[config.mk]
export PLATFORM = sky130hd
export DESIGN_NAME = phy_indirect_master
export DESIGN_NICKNAME = d
export VERILOG_FILES = /design/src/rtl/phy_indirect_master.sv
export SDC_FILE = /design/constraint.sdc
export NUM_CORES = 1
export LEC_CHECK = 0
export ABC_CLOCK_PERIOD_IN_PS = 2300
export BUFFER_PORTS_ARGS = -buffer_cell sky130_fd_sc_hd__clkbuf_2
export CELL_PAD_IN_SITES_DETAIL_PLACEMENT = 1
export CELL_PAD_IN_SITES_GLOBAL_PLACEMENT = 1
export CORE_MARGIN = 3
export CORE_UTILIZATION = 39
export CTS_BUF_LIST = sky130_fd_sc_hd__clkbuf_16
export DETAILED_ROUTE_END_ITERATION = 12
export PLACE_DENSITY_LB_ADDON = 0.12
export SLEW_MARGIN = 20
export SYNTH_ARGS = -nofsm -noshare
export SYNTH_HDL_FRONTEND = slang
export SYNTH_SLANG_ARGS = --single-unit
[constraint.sdc]
create_clock -name clk -period 2.3 [get_ports clk]
set_clock_uncertainty 0.15 [all_clocks]
set_input_delay 0.115 -clock clk [delete_from_list [all_inputs] [get_ports clk]]
set_output_delay 0.115 -clock clk [all_outputs]
set_load 0.005 [all_outputs]
[src/rtl/phy_indirect_master.sv]
module phy_indirect_master #(
  parameter int DW         = 16,
  parameter int POLL_LIMIT = 64
) (
  input  logic          clk,
  input  logic          rst_n,
  input  logic [4:0]    dev_sel,
  input  logic          req_valid,
  input  logic          req_write,
  input  logic [15:0]   req_addr,
  input  logic [15:0]   req_wdata,
  output logic          done,
  output logic          err,
  output logic [15:0]   rdata,
  output logic          bus_valid,
  output logic          bus_write,
  output logic [11:0]   bus_addr,
  output logic [DW-1:0] bus_wdata,
  input  logic          bus_ready,
  input  logic [DW-1:0] bus_rdata
);

  localparam int          CW       = $clog2(POLL_LIMIT + 1);
  localparam logic [15:0] REG_CTL  = 16'h80A0;
  localparam logic [15:0] REG_ADR  = 16'h80A1;
  localparam logic [15:0] REG_DAT  = 16'h80A2;
  localparam logic [11:0] WIN_PAGE = 12'h800;
  localparam logic [15:0] CMD_RD   = 16'h0001;
  localparam logic [15:0] CMD_WR   = 16'h0003;

  typedef enum logic [2:0] {
    S_IDLE, S_WAIT_PRE, S_ADDR, S_WDATA, S_CMD, S_WAIT_POST, S_RDATA
  } step_t;

  step_t          step;
  logic           acc_ph;
  logic           op_wr;
  logic [15:0]    op_addr;
  logic [15:0]    op_wdata;
  logic [CW-1:0]  busy_cnt;
  logic           done_q;
  logic           err_q;
  logic [15:0]    rdata_q;

  logic [15:0]    reg_sel;
  logic           acc_wr;
  logic [15:0]    acc_data;
  logic [11:0]    page_val;
  logic           hs;
  logic           port_busy;
  logic           last_try;

  always_comb begin
    reg_sel  = REG_CTL;
    acc_wr   = 1'b0;
    acc_data = '0;
    case (step)
      S_ADDR:  begin reg_sel = REG_ADR; acc_wr = 1'b1; acc_data = op_addr;  end
      S_WDATA: begin reg_sel = REG_DAT; acc_wr = 1'b1; acc_data = op_wdata; end
      S_CMD:   begin reg_sel = REG_CTL; acc_wr = 1'b1; acc_data = op_wr ? CMD_WR : CMD_RD; end
      S_RDATA: reg_sel = REG_DAT;
      default: reg_sel = REG_CTL;
    endcase
  end

  assign page_val  = {dev_sel, reg_sel[15:9]};
  assign bus_valid = (step != S_IDLE);
  assign bus_write = acc_ph ? acc_wr : 1'b1;
  assign bus_addr  = acc_ph ? {1'b0, reg_sel[8:0], 2'b00} : WIN_PAGE;
  assign bus_wdata = acc_ph ? DW'(acc_data) : DW'(page_val);
  assign hs        = bus_valid && bus_ready;
  assign port_busy = bus_rdata[0];
  assign last_try  = (busy_cnt == CW'(POLL_LIMIT - 1));

  assign done  = done_q;
  assign err   = err_q;
  assign rdata = rdata_q;

  always_ff @(posedge clk) begin
    if (!rst_n) begin
      step     <= S_IDLE;
      acc_ph   <= 1'b0;
      op_wr    <= 1'b0;
      op_addr  <= '0;
      op_wdata <= '0;
      busy_cnt <= '0;
      done_q   <= 1'b0;
      err_q    <= 1'b0;
      rdata_q  <= '0;
    end else begin
      done_q <= 1'b0;
      err_q  <= 1'b0;
      if (step == S_IDLE) begin
        if (req_valid) begin
          step     <= S_WAIT_PRE;
          acc_ph   <= 1'b0;
          busy_cnt <= '0;
          op_wr    <= req_write;
          op_addr  <= req_addr;
          op_wdata <= req_wdata;
        end
      end else if (hs) begin
        acc_ph <= ~acc_ph;
        if (acc_ph) begin
          case (step)
            S_WAIT_PRE, S_WAIT_POST: begin
              if (port_busy) begin
                if (last_try) begin
                  step   <= S_IDLE;
                  done_q <= 1'b1;
                  err_q  <= 1'b1;
                end else begin
                  busy_cnt <= busy_cnt + 1'b1;
                end
              end else begin
                busy_cnt <= '0;
                step     <= (step == S_WAIT_PRE) ? S_ADDR : S_RDATA;
              end
            end
            S_ADDR:  step <= op_wr ? S_WDATA : S_CMD;
            S_WDATA: step <= S_CMD;
            S_CMD: begin
              if (op_wr) begin
                step   <= S_IDLE;
                done_q <= 1'b1;
              end else begin
                step <= S_WAIT_POST;
              end
            end
            S_RDATA: begin
              rdata_q <= bus_rdata[15:0];
              step    <= S_IDLE;
              done_q  <= 1'b1;
            end
            default: step <= S_IDLE;
          endcase
        end
      end
    end
  end

  logic pg_seen;
  always_ff @(posedge clk) begin
    if (!rst_n)  pg_seen <= 1'b0;
    else if (hs) pg_seen <= bus_write && (bus_addr == WIN_PAGE);
  end

  assert_page_first_R2: assert property (@(posedge clk) disable iff (!rst_n)
    (bus_valid && bus_addr != WIN_PAGE) |-> pg_seen);

  assert_page_dev_R2: assert property (@(posedge clk) disable iff (!rst_n)
    (bus_valid && bus_addr == WIN_PAGE) |-> (bus_wdata[11:7] == dev_sel && bus_write));

  assert_done_pulse_R8: assert property (@(posedge clk) disable iff (!rst_n)
    done |=> !done);

  assert_err_with_done_R10: assert property (@(posedge clk) disable iff (!rst_n)
    err |-> done);

  assert_hold_R11: assert property (@(posedge clk) disable iff (!rst_n)
    (bus_valid && !bus_ready) |=> (bus_valid && $stable(bus_addr) && $stable(bus_wdata) && $stable(bus_write)));

  assert_quiet_after_done_R9: assert property (@(posedge clk) disable iff (!rst_n)
    $rose(done) |-> !bus_valid);

endmodule

==> impl_table.tex, run 1 <==
\begin{tabular}{lr}
\hline
Metric & Value \\
\hline
\multicolumn{2}{l}{\textbf{Critical path}} \\
Register-to-Register Path Depth & 4 \\
Critical path peak fanout & 14 \\
Crit Reg-Reg Endpoint & op\_wdata[9] \\
Nature of the critical path endpoint & output port \\
Worst EP arrival & 1.92 ns \\
Flop2flop setup slack & 0.35 ns \\
Critical path required time & 2.04 ns \\
Worst R2R Start & step[2] \\
Crit path launch type & flip-flop \\
Type of the worst setup path & reg2out \\
Launch point of the critical path & acc\_ph \\
\multicolumn{2}{l}{\textbf{Finish}} \\
Share of cells above drive strength 1 & 25.7\% \\
Post-synthesis to final-layout area growth & 42.5\% \\
Filler Cell Count & 912 \\
Area of the multi-input gates & 1580 sq um \\
Number of nets in the layout & 564 \\
Final design utilization & 58.4\% \\
Combined flip-flop and latch cell area & 1240 sq um \\
Non-filler instance count after layout & 609 \\
Number of antenna cells inserted & 0 \\
\multicolumn{2}{l}{\textbf{Routing}} \\
Wire per inst & 15.2 um \\
Post-detailed-route count of antenna-violating nets & 0 \\
Ratio of routed vias to standard cells & 4.95 \\
Detailed Route WL & 9270 um \\
DRC violations left & 0 \\
Vias post-DR & 3,013 \\
Number of detailed-route iterations in the first pass & 4 \\
Number of DRC violations after detailed-routing iteration 0 & 58 \\
\multicolumn{2}{l}{\textbf{Power}} \\
Pleak & 1.83 nW \\
Worst supply voltage drop on vdd & 0.519 mV \\
PwrDens & 752 nW/um\^{}2 \\
\multicolumn{2}{l}{\textbf{Timing}} \\
Least setup slack across all paths after layout & 0.117 ns \\
Final slew viol count & 0 \\
Total negative setup slack & 0 ns \\
Measured slew at the worst slew-check pin & 0.760 ns \\
Setup Viol. Count Final & 0 \\
Unrepaired setup endpoints after global routing & false \\
Max Fclk & 458 MHz \\
Period utilization & 94.9\% \\
Final number of hold-violating endpoints & 0 \\
Time the worst path needs with I/O delays and setup & 2.18 ns \\
Worst slew slack as a fraction of its limit & 49.3\% \\
\multicolumn{2}{l}{\textbf{Placement}} \\
Placed cell count & 544 \\
GPL Wtd Cong & 0.758 \\
Setup Slack @ Placement & 0.380 ns \\
HPWL Detailed & 5830 um \\
Count of input and output buffers & 98 \\
\multicolumn{2}{l}{\textbf{Yosys}} \\
Synth unique cells & 48 \\
Cell area after synthesis & 3040 sq um \\
Most common cell in the synthesized netlist & sky130\_fd\_sc\_hd\_\_nand2\_1 \\
Share of the synthesized area in the top cell type & 40.9\% \\
Post-synth top area cell & sky130\_fd\_sc\_hd\_\_dfxtp\_1 \\
Proportion of register bits with asynchronous set or reset after synthesis & 0\% \\
Most common library cells after synthesis & sky130\_fd\_sc\_hd\_\_nand2\_1, sky130\_fd\_sc\_hd\_\_dfxtp\_1, sky130\_fd\_sc\_hd\_\_a21boi\_0, sky130\_fd\_sc\_hd\_\_mux2i\_1, sky130\_fd\_sc\_hd\_\_buf\_4 \\
Leading register cell type out of synthesis & sky130\_fd\_sc\_hd\_\_dfxtp\_1 \\
Top area cells in the synthesized netlist & sky130\_fd\_sc\_hd\_\_dfxtp\_1, sky130\_fd\_sc\_hd\_\_nand2\_1, sky130\_fd\_sc\_hd\_\_a21boi\_0, sky130\_fd\_sc\_hd\_\_mux2i\_1, sky130\_fd\_sc\_hd\_\_buf\_4 \\
Cells after synthesis & 364 \\
Mean instance size in the synthesized netlist & 8.34 sq um \\
Syn. warnings & 0 \\
Post-synth EDFFs & 0 \\
Number of synthesized register bits & 62 \\
Sequential element share of the synthesized area & 40.9\% \\
\multicolumn{2}{l}{\textbf{Worst hold path}} \\
Sink of the worst hold path & acc\_ph \\
Number of cells traversed by the worst hold path & 4 \\
Min-Delay Path Class & in2reg \\
Startpoint of the most critical hold path & bus\_ready \\
\multicolumn{2}{l}{\textbf{Die}} \\
Floorplan die width & 94.2 um \\
I/O pins & 106 \\
Die Span Y & 94.2 um \\
Floorplan Core Area & 7410 sq um \\
Initial Utilization & 41.0\% \\
Die area & 8880 sq um \\
Number of standard-cell rows in the floorplan & 31 \\
\multicolumn{2}{l}{\textbf{Global routing}} \\
Vias in the first global route & 3,204 \\
Largest net degree at the start of global routing & 45 \\
Wire length of the first global-routing pass & 15,100 um \\
Global route overflow & 0 \\
Global-route usage over all layers & 21.6\% \\
Initial antenna violation count & 0 \\
\multicolumn{2}{l}{\textbf{Run}} \\
Max Cap Violations & 0 \\
\multicolumn{2}{l}{\textbf{Clock tree}} \\
Clock tree from TritonCTS & built \\
Sinks on Clock Net & 62 \\
Library cell used as clock root buffer & sky130\_fd\_sc\_hd\_\_clkbuf\_16 \\
Later-pin clock latency in the skew report & 0.32 ns \\
Clock Pin Slew Worst Setup and Hold Paths & 0.05 ns \\
Number of H-tree levels & 3 \\
Maximum count of clock buffers along a single path & 2 \\
Clock buffer count from CTS & 9 \\
\multicolumn{2}{l}{\textbf{Outcome}} \\
Status & completed \\
\hline
\end{tabular}
==> layer usage <==
metal  vias to the layer above  global-route usage (%)  part of all wire, %
met2                        74                    42.3                   55
met1                      1430                    23.1                   41
li1                       1501                       -                    -
met4                         0                    6.26                 0.91
met3                         8                    4.09                  3.6
met5                         -                       0                    0
==> stage by stage <==
stage	hold slack, ns	power (mW)	cell area (sq um)
6_report	0.101	3.25	4330
5_1_grt	0.167	3.41	4330
4_1_cts	0.0979	3.29	4330
3_5_place_dp	0.198	1.78	3520
3_3_place_gp	0.188	1.77	3520
2_1_floorplan	0.0998	1.64	3060
==> placed cells by master, fill, tap and decap left out, types with 2 or more instances in the layout <==
cell type and n:
sky130_fd_sc_hd__a31oi_1 2, sky130_fd_sc_hd__inv_1 5, sky130_fd_sc_hd__nor2_1 12, sky130_fd_sc_hd__nor3_1 2, sky130_fd_sc_hd__clkbuf_16 9, sky130_fd_sc_hd__buf_4 10
sky130_fd_sc_hd__a21o_1 2, sky130_fd_sc_hd__nand3_1 10, sky130_fd_sc_hd__nand2b_1 2, sky130_fd_sc_hd__nor3b_1 2, sky130_fd_sc_hd__a21boi_1 13, sky130_fd_sc_hd__bufinv_16 2
sky130_fd_sc_hd__conb_1 7, sky130_fd_sc_hd__a21boi_0 36, sky130_fd_sc_hd__dlygate4sd3_1 49, sky130_fd_sc_hd__nor2b_1 3, sky130_fd_sc_hd__dfxtp_1 61, sky130_fd_sc_hd__o2bb2ai_1 6
sky130_fd_sc_hd__or2_2 2, sky130_fd_sc_hd__a21oi_1 4, sky130_fd_sc_hd__o21ai_0 6, sky130_fd_sc_hd__and2_1 3, sky130_fd_sc_hd__o2111ai_1 3, sky130_fd_sc_hd__mux2i_1 18
sky130_fd_sc_hd__clkbuf_2 98, sky130_fd_sc_hd__nand2_1 113, sky130_fd_sc_hd__a211oi_1 2, sky130_fd_sc_hd__o21ai_1 3, sky130_fd_sc_hd__o21a_1 2
==> worst max path at each step <==
stage,slack (ns),depth (start not counted),end
3_3_place_gp,0.47,4,op_wdata[8]
3_5_place_dp,0.38,4,op_wdata[5]
4_1_cts,0.10,4,bus_wdata[10]
2_1_floorplan,0.74,5,acc_ph
6_report,0.12,4,bus_wdata[10]
5_1_grt,0.03,4,bus_wdata[9]
==> cells by family (layout without fill, tap and decap cells) <==
| group | after synthesis | after routing | synth area share [%] |
|---|---|---|---|
| AOI/OAI and AO/OA | 87 | 87 | 21.3 |
| xor gates and xnor gates | 1 | 1 | 0.288 |
| adders and majority gates | 1 | 1 | 0.412 |
| buffers and inverters | 37 | 177 | 7.99 |
| DFF | 62 | 62 | 40.9 |
| muxes | 18 | 18 | 5.93 |
| other | 1 | 7 | 0.123 |
| and+or+nand+nor | 157 | 157 | 23.0 |
==> registers in the layout, indices dropped and copies added, names as in the netlist <==
name      cells
acc_ph        1
busy_cnt      7
op_wdata     16
op_addr      16
rdata        16
done          1
step          3
err           1
op_wr         1
==> repair_timing <==
action                     CTS  global route
gates resized for setup      0             0
hold endpoints to repair    50             0
buffers inserted             0             0
hold buffers                49             0
setup endpoints to repair    0             0
==> where the power goes <==
part / internal (mW) / total (mW) / switching [mW] / leakage [nW]
logic: 0.290 / 0.638 / 0.348 / 1.16
registers: 1.15 / 1.19 / 0.0451 / 0.505
clock network: 0.943 / 1.42 / 0.481 / 0.162
==> critical path, stage by stage (launching register included) <==
cell and delay (ns):
sky130_fd_sc_hd__dfxtp_1 0.50, sky130_fd_sc_hd__inv_2 0.18, sky130_fd_sc_hd__or2_1 0.49, sky130_fd_sc_hd__o2bb2ai_1 0.26, sky130_fd_sc_hd__clkbuf_2 0.15
==> final cells by class <==
cell class	instances	share of cell area [%]
clock inverters	7	2.08
clock buffers	9	5.20
flip-flops and latches	62	28.7
multi-input cells	271	36.4
inverters	4	0.347
repair buffers	157	24.4
well taps	99	2.86
(Power assumes the default switching activity.)
==> run 2: changes to the inputs <==
PLACE_DENSITY = 0.93   (was unset)
PLACE_DENSITY_LB_ADDON = unset   (was 0.12)
==> impl_table.tex, run 2 (synthesis gave the netlist of run 1 again) <==
\begin{tabular}{lr}
\hline
Metric & Value \\
\hline
\multicolumn{2}{l}{\textbf{Placement}} \\
Count of input and output buffers & 98 (unchanged) \\
HPWL Detailed & 6170 um (+5.8\%) \\
Cell area after placement & 3510 sq um (-0.25\%) \\
Setup Slack @ Placement & 0.358 ns (-0.0224 ns) \\
GPL Wtd Cong & 0.819 (+8.0\%) \\
\multicolumn{2}{l}{\textbf{Die}} \\
Floorplan die width & 94.2 um (unchanged) \\
Floorplan Core Area & 7410 sq um (unchanged) \\
I/O pins & 106 (unchanged) \\
Die Span Y & 94.2 um (unchanged) \\
Number of standard-cell rows in the floorplan & 31 (unchanged) \\
Die area & 8880 sq um (unchanged) \\
Initial Utilization & 41.0\% (unchanged) \\
\multicolumn{2}{l}{\textbf{Power}} \\
Switching Fraction & 27.0\% (+0.10 points) \\
Pleak & 1.81 nW (-0.91\%) \\
Power after layout & 3.25 mW (-0.25\%) \\
NetSw & 875 uW (+0.12\%) \\
Worst supply voltage drop on vdd & 0.423 mV (-19\%) \\
Sequential share of power & 37.0\% (+0.3 points) \\
PwrDens & 754 nW/um\^{}2 (+0.21\%) \\
Portion of total power attributed to combinational logic & 20.0\% (+0.4 points) \\
Internal power contribution & 2.37 mW (-0.39\%) \\
Clock group share of total power & 43.0\% (-0.7 points) \\
\multicolumn{2}{l}{\textbf{Clock tree}} \\
Library cell used as clock root buffer & sky130\_fd\_sc\_hd\_\_clkbuf\_16 \\
Post CTS Setup Buffer Count & 0 (unchanged) \\
Later-pin clock latency in the skew report & 0.32 ns (about the same) \\
Clock buffer count from CTS & 9 (unchanged) \\
Clock Pin Slew Worst Setup and Hold Paths & 0.05 ns (about the same) \\
Clock tree from TritonCTS & built \\
Number of H-tree levels & 3 (unchanged) \\
Maximum count of clock buffers along a single path & 2 (unchanged) \\
Sinks on Clock Net & 62 (unchanged) \\
\multicolumn{2}{l}{\textbf{Global routing}} \\
Global route overflow & 0 (unchanged) \\
Wire length of the first global-routing pass & 15,800 um (+4.8\%) \\
Vias in the first global route & 3,283 (+2.5\%) \\
Initial antenna violation count & 0 (unchanged) \\
GR Util met3 & 4.41\% (+0.32 points) \\
Global Route met1 Usage & 24.2\% (+1.1 points) \\
M2 GR Usage & 43.9\% (+1.7 points) \\
Global-route usage over all layers & 23.2\% (+1.6 points) \\
Largest net degree at the start of global routing & 55 (+22\%) \\
Most Crowded Layer GR & met2 \\
\multicolumn{2}{l}{\textbf{Timing}} \\
Least setup slack across all paths after layout & 0.142 ns (+0.0251 ns) \\
Max Fclk & 463 MHz (+1.2\%) \\
Final number of hold-violating endpoints & 0 (unchanged) \\
Period utilization & 93.8\% (-1.1 points) \\
Worst slew slack as a fraction of its limit & 37.2\% (-12 points) \\
Measured slew at the worst slew-check pin & 0.942 ns (+0.182 ns) \\
Total negative setup slack & 0 ns (unchanged) \\
Setup Viol. Count Final & 0 (unchanged) \\
Unrepaired setup endpoints after global routing & false \\
Time the worst path needs with I/O delays and setup & 2.16 ns (-0.0251 ns) \\
Final slew viol count & 0 (unchanged) \\
\multicolumn{2}{l}{\textbf{Routing}} \\
Post-detailed-route count of antenna-violating nets & 0 (unchanged) \\
Ratio of routed vias to standard cells & 5.08 (+2.6\%) \\
Number of detailed-route iterations in the first pass & 4 (unchanged) \\
DRC violations left & 0 (unchanged) \\
Wire per inst & 16.8 um (+10\%) \\
Vias post-DR & 3,082 (+2.3\%) \\
Detailed Route WL & 10,200 um (+9.8\%) \\
Number of DRC violations after detailed-routing iteration 0 & 79 (+36\%) \\
\multicolumn{2}{l}{\textbf{Critical path}} \\
Crit path launch type & flip-flop \\
Type of the worst setup path & reg2out \\
Flop2flop setup slack & 0.38 ns (+0.03 ns) \\
Nature of the critical path endpoint & output port \\
Critical path required time & 2.04 ns (about the same) \\
Critical path peak fanout & 16 (+2) \\
Worst EP arrival & 1.89 ns (-0.03 ns) \\
\multicolumn{2}{l}{\textbf{Finish}} \\
Commonest cells after routing, fill and taps aside & sky130\_fd\_sc\_hd\_\_nand2\_1, sky130\_fd\_sc\_hd\_\_clkbuf\_2, sky130\_fd\_sc\_hd\_\_dfxtp\_1 \\
Final design utilization & 58.1\% (-0.27 points) \\
Area of the multi-input gates & 1580 sq um (unchanged) \\
Final standard cell area without fillers & 4310 sq um (-0.46\%) \\
Post-synthesis to final-layout area growth & 41.9\% \\
Share of cells above drive strength 1 & 25.4\% (-0.29 points) \\
Most common library cell in the layout ignoring fill and taps & sky130\_fd\_sc\_hd\_\_nand2\_1 \\
Combined flip-flop and latch cell area & 1240 sq um (unchanged) \\
Number of antenna cells inserted & 0 (unchanged) \\
Number of nets in the layout & 563 (-0.18\%) \\
Filler Cell Count & 879 (-3.6\%) \\
\multicolumn{2}{l}{\textbf{Outcome}} \\
Status & completed \\
\multicolumn{2}{l}{\textbf{Run}} \\
Max Cap Violations & 0 (unchanged) \\
\multicolumn{2}{l}{\textbf{Worst hold path}} \\
Min-Delay Path Class & in2reg \\
\hline
\end{tabular}
run 2: final timing paths:
path,from,end,cells past startpoint
worst min register to register,busy_cnt[6],busy_cnt[6],2
worst min-delay path,bus_ready,acc_ph,4
worst max-delay path,step[1],bus_wdata[7],4
worst max register to register,step[2],op_wdata[4],5
run 2: metal layers:
layer  part of all wire, %  vias up  routed length (um)
li1                      -     1497                   -
met1                    39     1469                3930
met2                    54       94                5540
met3                   4.4       22                 446
met4                   2.5        0                 259
met5                     0        -                   0
run 2: critical path, cell delays in order, from the launching register on:
cell                        delay [ns]
sky130_fd_sc_hd__dfxtp_2          0.51
sky130_fd_sc_hd__nand2b_1         0.18
sky130_fd_sc_hd__or2_1            0.45
sky130_fd_sc_hd__o2bb2ai_1        0.27
sky130_fd_sc_hd__clkbuf_2         0.16
run 2: layout make-up:
cell class | instances | share of cell area, %
Multi-Input combinational cell | 271 | 36.6
Tap cell | 99 | 2.88
Clock buffer | 9 | 5.23
Clock inverter | 6 | 1.80
Timing Repair Buffer | 156 | 24.3
Inverter | 4 | 0.349
Sequential cell | 62 | 28.8
run 2: through the flow:
step	hold WS, ns	cells
after floorplan	0.0998	370
after global placement	0.190	543
after detailed placement	0.200	543
after CTS	0.0743	607
after global routing	0.117	607
final	0.0957	607
run 2: repair_timing:
action | in CTS | in global routing
endpoints found under the setup margin | 6 | 0
endpoints found under the hold margin | 49 | 0
resized for setup | 1 | 0
hold buffers | 49 | 0
run 2: power by group through the flow:
| stage | Clock [mW] | Combinational, mW | Sequential (mW) |
|---|---|---|---|
| finish | 1.40 | 0.650 | 1.20 |
| global placement | 0 | 0.548 | 1.21 |
| CTS | 1.43 | 0.643 | 1.20 |
| floorplan | 0 | 0.431 | 1.20 |
| detailed placement | 0 | 0.572 | 1.22 |
| global route | 1.46 | 0.714 | 1.21 |
